`src/rtl/flash_rdctl_pkg.sv`:
```
package flash_rdctl_pkg;
   localparam int CFG_W = 16;
   localparam logic [7:0] CMD_RD_ARRAY = 8'hFF;
   localparam logic [7:0] CMD_RD_STAT  = 8'h70;
   localparam logic [7:0] CMD_CFG_SET  = 8'h60;
   localparam logic [7:0] CMD_CFG_CONF = 8'h03;
   // configuration field positions
   localparam int F_MODE   = 15;
   localparam int F_RSV_HI = 14;
   localparam int F_LAT_LO = 11;
   localparam int F_WPOL   = 10;
   localparam int F_RSV_A  = 5;
   localparam int F_RSV_B  = 4;
   localparam int F_WRAP_N = 3;
   typedef enum logic {MD_ARRAY, MD_REG} rd_mode_e;
   typedef enum logic {ST_IDLE, ST_CFG} cmd_st_e;
endpackage

```
`src/rtl/frc_aps.sv`:
```
module frc_aps (
   input  logic clk,
   input  logic rst_n,
   input  logic ce_n,
   input  logic oe_n,
   output logic aps,
   output logic rd_end
);
   logic rd_prev;

   assign rd_end = ce_n & rd_prev;

   always_ff @(posedge clk or negedge rst_n) begin
      if (!rst_n) begin
         rd_prev <= 1'b0;
         aps     <= 1'b0;
      end else begin
         rd_prev <= ~ce_n & ~oe_n;
         if (!ce_n)       aps <= 1'b0;
         else if (rd_prev) aps <= 1'b1;
      end
   end

   AST_APS_WAKE: assert property (@(posedge clk) disable iff (!rst_n)
      !ce_n |=> !aps);
endmodule

```
`src/rtl/frc_cmd_ctl.sv`:
```
module frc_cmd_ctl
   import flash_rdctl_pkg::*;
#(
   parameter int AW = 20
) (
   input  logic             clk,
   input  logic             rst_n,
   input  logic             ce_n,
   input  logic             we_n,
   input  logic [7:0]       cmd,
   input  logic [AW-1:0]    addr,
   input  logic             rd_end,
   output logic [CFG_W-1:0] cfg_q,
   output logic             arr_sel,
   output logic             burst_en
);
   localparam int HI_W = AW - CFG_W;

   rd_mode_e mode;
   cmd_st_e  st;
   logic     skip;
   logic     wr;
   logic     addr_ok;

   assign wr       = ~ce_n & ~we_n;
   assign addr_ok  = (addr[AW-1:CFG_W] == {HI_W{1'b0}}) & ~addr[F_RSV_HI]
                   & ~addr[F_RSV_A] & ~addr[F_RSV_B];
   assign burst_en = ~cfg_q[F_MODE];
   assign arr_sel  = (mode == MD_ARRAY) | (skip & burst_en);

   always_ff @(posedge clk or negedge rst_n) begin
      if (!rst_n) begin
         cfg_q <= '1;
         mode  <= MD_ARRAY;
         st    <= ST_IDLE;
         skip  <= 1'b0;
      end else if (wr) begin
         skip <= 1'b0;
         if (st == ST_IDLE) begin
            if (cmd == CMD_CFG_SET)       st   <= ST_CFG;
            else if (cmd == CMD_RD_ARRAY) mode <= MD_ARRAY;
            else if (cmd == CMD_RD_STAT)  mode <= MD_REG;
         end else begin
            st <= ST_IDLE;
            if (cmd == CMD_CFG_CONF && addr_ok) begin
               cfg_q <= addr[CFG_W-1:0];
               mode  <= MD_REG;
               skip  <= 1'b1;
            end
         end
      end else if (rd_end) begin
         skip <= 1'b0;
      end
   end

   AST_CFG_RSVD: assert property (@(posedge clk) disable iff (!rst_n)
      (cfg_q != $past(cfg_q)) |-> (!cfg_q[F_RSV_HI] && !cfg_q[F_RSV_A] && !cfg_q[F_RSV_B]));
   AST_SKIP_SRC: assert property (@(posedge clk) disable iff (!rst_n)
      $rose(skip) |-> $past(wr && st == ST_CFG));
endmodule

```
`src/rtl/frc_burst_gen.sv`:
```
module frc_burst_gen #(
   parameter int AW      = 20,
   parameter int LAT_W   = 3,
   parameter bit WRAP_EN = 1'b1
) (
   input  logic             clk,
   input  logic             rst_n,
   input  logic             ce_n,
   input  logic             oe_n,
   input  logic             adv_n,
   input  logic [AW-1:0]    addr,
   input  logic             burst_en,
   input  logic             arr_sel,
   input  logic [LAT_W-1:0] lat_code,
   input  logic             wrap_n,
   input  logic [2:0]       len_code,
   output logic [AW-1:0]    mem_addr,
   output logic             dvalid,
   output logic             busy
);
   logic             active;
   logic             adv_seen;
   logic [LAT_W-1:0] lat;
   logic [AW-1:0]    cur;
   logic [AW-1:0]    nxt;
   logic [AW-1:0]    mask;
   logic             lat_ev;
   logic             step;

   assign lat_ev   = burst_en & ~ce_n & ~adv_n & ~adv_seen;
   assign dvalid   = active & (lat == '0) & arr_sel;
   assign busy     = active & (lat != '0);
   assign step     = dvalid & ~oe_n & ~ce_n & burst_en & ~lat_ev;
   assign mem_addr = burst_en ? cur : addr;

   always_comb begin
      case (len_code)
         3'd1:    mask = AW'(3);
         3'd2:    mask = AW'(7);
         3'd3:    mask = AW'(15);
         default: mask = '0;
      endcase
   end

   generate
      if (WRAP_EN) begin : g_wrap
         logic wrap_on;
         assign wrap_on = ~wrap_n & (mask != '0);
         assign nxt = wrap_on ? ((cur & ~mask) | ((cur + AW'(1)) & mask))
                              : cur + AW'(1);
         AST_WRAP_UPPER: assert property (@(posedge clk) disable iff (!rst_n)
            (step && wrap_on) |=> (((cur ^ $past(cur)) & ~$past(mask)) == '0));
      end else begin : g_lin
         assign nxt = cur + AW'(1);
      end
   endgenerate

   always_ff @(posedge clk or negedge rst_n) begin
      if (!rst_n) begin
         adv_seen <= 1'b0;
         active   <= 1'b0;
         lat      <= '0;
         cur      <= '0;
      end else begin
         adv_seen <= ~adv_n & ~ce_n;
         if (ce_n || !burst_en) begin
            active <= 1'b0;
            lat    <= '0;
         end else if (lat_ev) begin
            active <= 1'b1;
            cur    <= addr;
            lat    <= lat_code;
         end else if (active) begin
            if (lat != '0)  lat <= lat - 1'b1;
            else if (step)  cur <= nxt;
         end
      end
   end

   AST_LATCH_ONCE: assert property (@(posedge clk) disable iff (!rst_n)
      (!ce_n && burst_en && !adv_n && adv_seen && active && lat != '0) |=> $stable(cur));
   AST_LAT_STEP: assert property (@(posedge clk) disable iff (!rst_n)
      (active && lat != '0 && !ce_n && burst_en && !lat_ev) |=> (lat == $past(lat) - 1'b1));
endmodule

```
`src/rtl/flash_rdctl.sv`:
```
module flash_rdctl
   import flash_rdctl_pkg::*;
#(
   parameter int AW      = 20,
   parameter bit WRAP_EN = 1'b1
) (
   input  logic          clk,
   input  logic          rst_n,
   input  logic          ce_n,
   input  logic          oe_n,
   input  logic          we_n,
   input  logic          adv_n,
   input  logic [AW-1:0] addr,
   input  logic [7:0]    cmd,
   output logic [AW-1:0] mem_addr,
   output logic          arr_sel,
   output logic          burst_on,
   output logic          dvalid,
   output logic          wait_o,
   output logic          aps,
   output logic [15:0]   cfg_o
);
   localparam int LAT_W = 3;

   generate
      if (AW < CFG_W + 1) begin : g_bad_aw
         $error("flash_rdctl: AW must exceed the configuration width");
      end
   endgenerate

   logic rd_end;
   logic busy;

   frc_aps u_aps (
      .clk(clk), .rst_n(rst_n), .ce_n(ce_n), .oe_n(oe_n),
      .aps(aps), .rd_end(rd_end)
   );

   frc_cmd_ctl #(.AW(AW)) u_cmd (
      .clk(clk), .rst_n(rst_n), .ce_n(ce_n), .we_n(we_n), .cmd(cmd),
      .addr(addr), .rd_end(rd_end), .cfg_q(cfg_o), .arr_sel(arr_sel),
      .burst_en(burst_on)
   );

   frc_burst_gen #(.AW(AW), .LAT_W(LAT_W), .WRAP_EN(WRAP_EN)) u_burst (
      .clk(clk), .rst_n(rst_n), .ce_n(ce_n), .oe_n(oe_n), .adv_n(adv_n),
      .addr(addr), .burst_en(burst_on), .arr_sel(arr_sel),
      .lat_code(cfg_o[F_LAT_LO +: LAT_W]), .wrap_n(cfg_o[F_WRAP_N]),
      .len_code(cfg_o[2:0]), .mem_addr(mem_addr), .dvalid(dvalid), .busy(busy)
   );

   assign wait_o = cfg_o[F_WPOL] ? busy : ~busy;

   AST_WAIT_IDLE: assert property (@(posedge clk) disable iff (!rst_n)
      (ce_n && cfg_o[F_WPOL]) |=> (!wait_o || !ce_n || !cfg_o[F_WPOL]));
endmodule

```
`config.mk`:
```
export PLATFORM = sky130hd
export DESIGN_NAME = flash_rdctl
export DESIGN_NICKNAME = d
export VERILOG_FILES = /design/src/rtl/flash_rdctl_pkg.sv /design/src/rtl/frc_aps.sv /design/src/rtl/frc_cmd_ctl.sv /design/src/rtl/frc_burst_gen.sv /design/src/rtl/flash_rdctl.sv
export SDC_FILE = /design/constraint.sdc
export NUM_CORES = 1
export LEC_CHECK = 0
export ABC_AREA = 1
export BUFFER_PORTS_ARGS = -buffer_cell sky130_fd_sc_hd__buf_2
export CORE_MARGIN = 1.5
export CORE_UTILIZATION = 40
export CTS_BUF_LIST = sky130_fd_sc_hd__clkbuf_16
export DETAILED_ROUTE_END_ITERATION = 10
export RECOVER_POWER = 50
export SKIP_LAST_GASP = 1
export SLEW_MARGIN = 20
export SYNTH_ARGS = -nofsm -noshare
export SYNTH_HDL_FRONTEND = slang
export SYNTH_SLANG_ARGS = --single-unit
```
`constraint.sdc`:
```
create_clock -name clk -period 5 [get_ports clk]
set_clock_uncertainty 0.05 [all_clocks]
set_input_delay 0.25 -clock clk [delete_from_list [all_inputs] [get_ports clk]]
set_output_delay 0.25 -clock clk [all_outputs]
set_load 0.01 [all_outputs]
```
==> summary by stage <==
Outcome
The flow ran to the end, but the final reports show violations. The final reports fail on capacitance limit, slew limit.

Timing
The part of the cycle the worst path needs is 45.9%. The summed negative setup slack over all endpoints is 0 ps. The total count of max-transition violations in the final report is between 40 and 50.

Timing would allow up to roughly 440 MHz. On the final layout, the worst hold slack is about 66 ps. In this run the tightest slew margin relative to its limit is -66.1%.

The number of hold violations in the final report is 0. The worst path needs around 2300 ps of the cycle, external delays included. Setup repair after global routing left no endpoint under its margin. The transition time of the tightest slew-check pin is about 2500 ps.

The final worst-path setup slack is approximately 2700 ps. Setup violations remaining at the end of the flow were counted as 0.

Finish
The finished layout holds roughly 630 standard cells, fillers aside. After filler insertion, the fill cell instance count of the layout stands at just under 800. 0 antenna diodes ended up in the layout. In the final layout, the share of cells above drive strength 1 is between 15 and 20%. Compared with the post-synthesis result, the final layout area differs by 19.4%. The net count reported at finish is between 500 and 600. With fillers left out, the area of the finished cells amounts to ~3600 um^2.

For this run, the share of the core covered by cells in the final layout is slightly below 50%.

Global routing
The number of global-route vias before repair is ~2900. The first global-routing pass estimated 13.5 mm of wire. The global-route total usage across every layer is 20.7%. Entering global routing, the biggest net connects between 40 and 50 pins.

The initial antenna violation count is 0. After global routing the overflow that remains totals 0.

Min path
The hold-critical path depth is 2. The worst hold path class is in -> reg. The startpoint identified for the worst hold timing path is oe_n. The end point of the most critical hold path is u_aps.rd_prev.

Die
The floorplan step defined a die boundary enclosing slightly above 8000 um^2. The initial standard-cell utilization of the core is between 40% and 50%. In this run the standard cell core region covers between 7000 and 8000 um^2. The overall die width is between 80 and 90 um.

Pin placement for this block handled 75 I/O pins. The chip height is around 90 um. The initialized floorplan defines 31 standard-cell rows.

CTS
The clock root buffer is clkbuf_16. Clock-pin slew was measured on the worst setup and hold paths at around 70 ps. The maximum buffer depth of the clock tree is 2. TritonCTS built the clock tree. The clock latency at the later pin of the worst-skew pair is approximately 290 ps.

For this design, the sink count on the clock tree is 46. After clock tree synthesis, the setup repair step added 0 buffers. The H-tree was split into 2 levels.

The number of gates given a new drive strength after cts is 0. Buffers inserted during clock tree synthesis total 5. The number of hold buffers added after cts is 0.

Route
In the final routed layout, each cell accounts on average for between 10 and 15 um. The DRC violation total after the first TritonRoute iteration is roughly 190. The post-detailed-route via-to-cell ratio is ~5.0. The count of antenna-violating nets left after detailed routing is 0. The sum of routed wire length over all layers is between 8 and 9 mm. The DRC violation count after routing is 0. The number of search-and-repair iterations in the first detailed-routing pass is 4. The detailed-route via count is roughly 3100.

Yosys
The number of nets in the synthesized netlist is slightly below 500. The share of synthesized area occupied by flip-flops and latches is roughly two fifths. The most repeated cell in the gate-level netlist after synthesis is nand2_1. The cell type contributing the most total cell area after synthesis is dfrtp_1.

Averaged over all synthesized cells, the footprint is roughly 6.6 um^2. After synthesis, the largest area contributor takes up 24.9% of total cell area. In this run, synthesis inferred 0 flip-flops with an integrated enable.

The cell area that synthesis handed to floorplanning was approximately 3000 um^2. By count the netlist is led by nand2_1 (134), inv_1 (70), o21ai_0 (63), nor2_1 (53), nand3_1 (31). For this run, the leading register cell type out of synthesis is dfrtp_1. For this run, asynchronously set or reset flops after synthesis account for 100%.

The post-synthesis cell type count is 30. Counting every instance in the synthesized netlist gives 459. After synthesis the netlist holds a flip-flop and latch count of 46.

The number of warnings printed during yosys synthesis is 0. By area the synthesized netlist is led by dfrtp_1 (25%), nand2_1 (17%), dfstp_2 (14%).

Worst setup path
The cell family contributing the most delay on the critical path is buffers and inverters. The maximum fanout along the worst path is between 40 and 50. The critical path endpoint category is an asynchronous set/reset pin. The register-to-register setup slack is roughly 2700 ps.

The end of the worst register-to-register path is u_burst.cur[11]. On the worst path, the slowest cell contributes a delay of about 1800 ps. For the worst setup path, the data arrival time is between 2000 and 2500 ps. The critical path goes through buf_2 -> clkbuf_1. The critical register-to-register path startpoint is u_burst.lat[0].

The worst setup path category is in -> async. The path depth of the worst reg2reg path is 10. Data on the critical path is required at its endpoint by approximately 4800 ps. The critical path runs through a total of 2 cells. The number of buffers and inverters on the critical path is 2. The worst setup path is launched from a primary input. The slowest library cell on the worst path is clkbuf_1.

Placement
The number of placed instances, taps included, is a little over 600. In this run the tool buffered the top-level ports with between 70 and 80 buffer cells. The final estimated routing congestion in global placement is a little under 0.9. The worst slack at placement is 2710 ps. In this run the cell area measured after placement is between 3000 and 4000 um^2. The HPWL reported at the end of detailed placement is approximately 6.2 mm.

Run
The number of maximum-capacitance constraint violations is 1.

Pwr
The design draws ~1.3 mW. For this design the ratio of total power to cell area is about 350 nW/um^2. The leakage power figure is about 1.8 nW. Across the VDD grid, the largest voltage drop is ~0.19 mV.
## cell type report
class	count	area, um^2	share of cell area, %
Clock buffer	5	125	3.48
Clock inverter	3	41.3	1.15
Inverter	72	270	7.51
Multi-Input combinational cell	328	1500	41.8
Sequential cell	46	1170	32.6
Tap cell	99	124	3.44
Timing Repair Buffer	75	362	10.1
## flip-flops by register name (all words and copies together) (netlist names), named ones only
name              cells
u_aps.aps             1
u_aps.rd_prev         1
u_burst.active        1
u_burst.adv_seen      1
u_burst.cur          17
u_burst.lat           3
u_cmd.cfg_q          16
u_cmd.mode            1
u_cmd.skip            1
u_cmd.st              1
## cells by family after synthesis
| logic type | synth area share (%) |
|---|---|
| simple gates | 33.9 |
| buf+inv | 11.2 |
| compound gates | 14.2 |
| flops | 38.9 |
| fa+ha+maj | 1.25 |
| xor+xnor | 0.582 |
## placed cells by master (no fill, tap or decap), types with 2 or more instances in the layout
| cell type | instances |
|---|---|
| nand2_2 | 5 |
| a21oi_1 | 7 |
| nor3_1 | 6 |
| nand2_1 | 134 |
| clkbuf_16 | 5 |
| dfstp_2 | 9 |
| o21bai_1 | 2 |
| o21ai_0 | 63 |
| o21ai_1 | 4 |
| nand4_1 | 7 |
| dfrtp_1 | 30 |
| buf_2 | 64 |
| inv_1 | 71 |
| nand3_1 | 31 |
| dfstp_1 | 7 |
| clkbuf_1 | 11 |
| nor2_2 | 2 |
| nor2_1 | 53 |
| ha_1 | 3 |
| inv_2 | 2 |
| nor2_4 | 2 |
## per-layer routing
layer | part of all wire (%) | wire [um] | up-vias | global-route usage [%]
met3 | 4.8 | 391 | 10 | 3.05
met2 | 46 | 3750 | 81 | 34.2
met4 | 1.8 | 151 | 0 | 6.75
met1 | 48 | 3930 | 1444 | 27.9
met5 | 0 | 0 | - | 0
li1 | - | - | 1587 | -
## worst max path at each step
| stage | start | endpoint | slack, ps |
|---|---|---|---|
| floorplan | u_cmd.cfg_q[15] | mem_addr[10] | 3390 |
| global route | rst_n | u_burst.cur[17] | 2100 |
| finish | rst_n | u_burst.cur[19] | 2710 |
| global placement | u_burst.lat[0] | u_burst.cur[11] | 2770 |
| detailed placement | u_cmd.cfg_q[15] | u_burst.cur[14] | 2710 |
| CTS | u_cmd.cfg_q[15] | u_burst.cur[14] | 2690 |
## power by group
| group | total [mW] | switching [mW] | internal [mW] |
|---|---|---|---|
| Clock | 0.376 | 0.142 | 0.234 |
| Sequential | 0.497 | 0.0638 | 0.433 |
| Combinational | 0.381 | 0.237 | 0.144 |
| Total | 1.25 | 0.443 | 0.811 |
(Power assumes the default switching activity.)
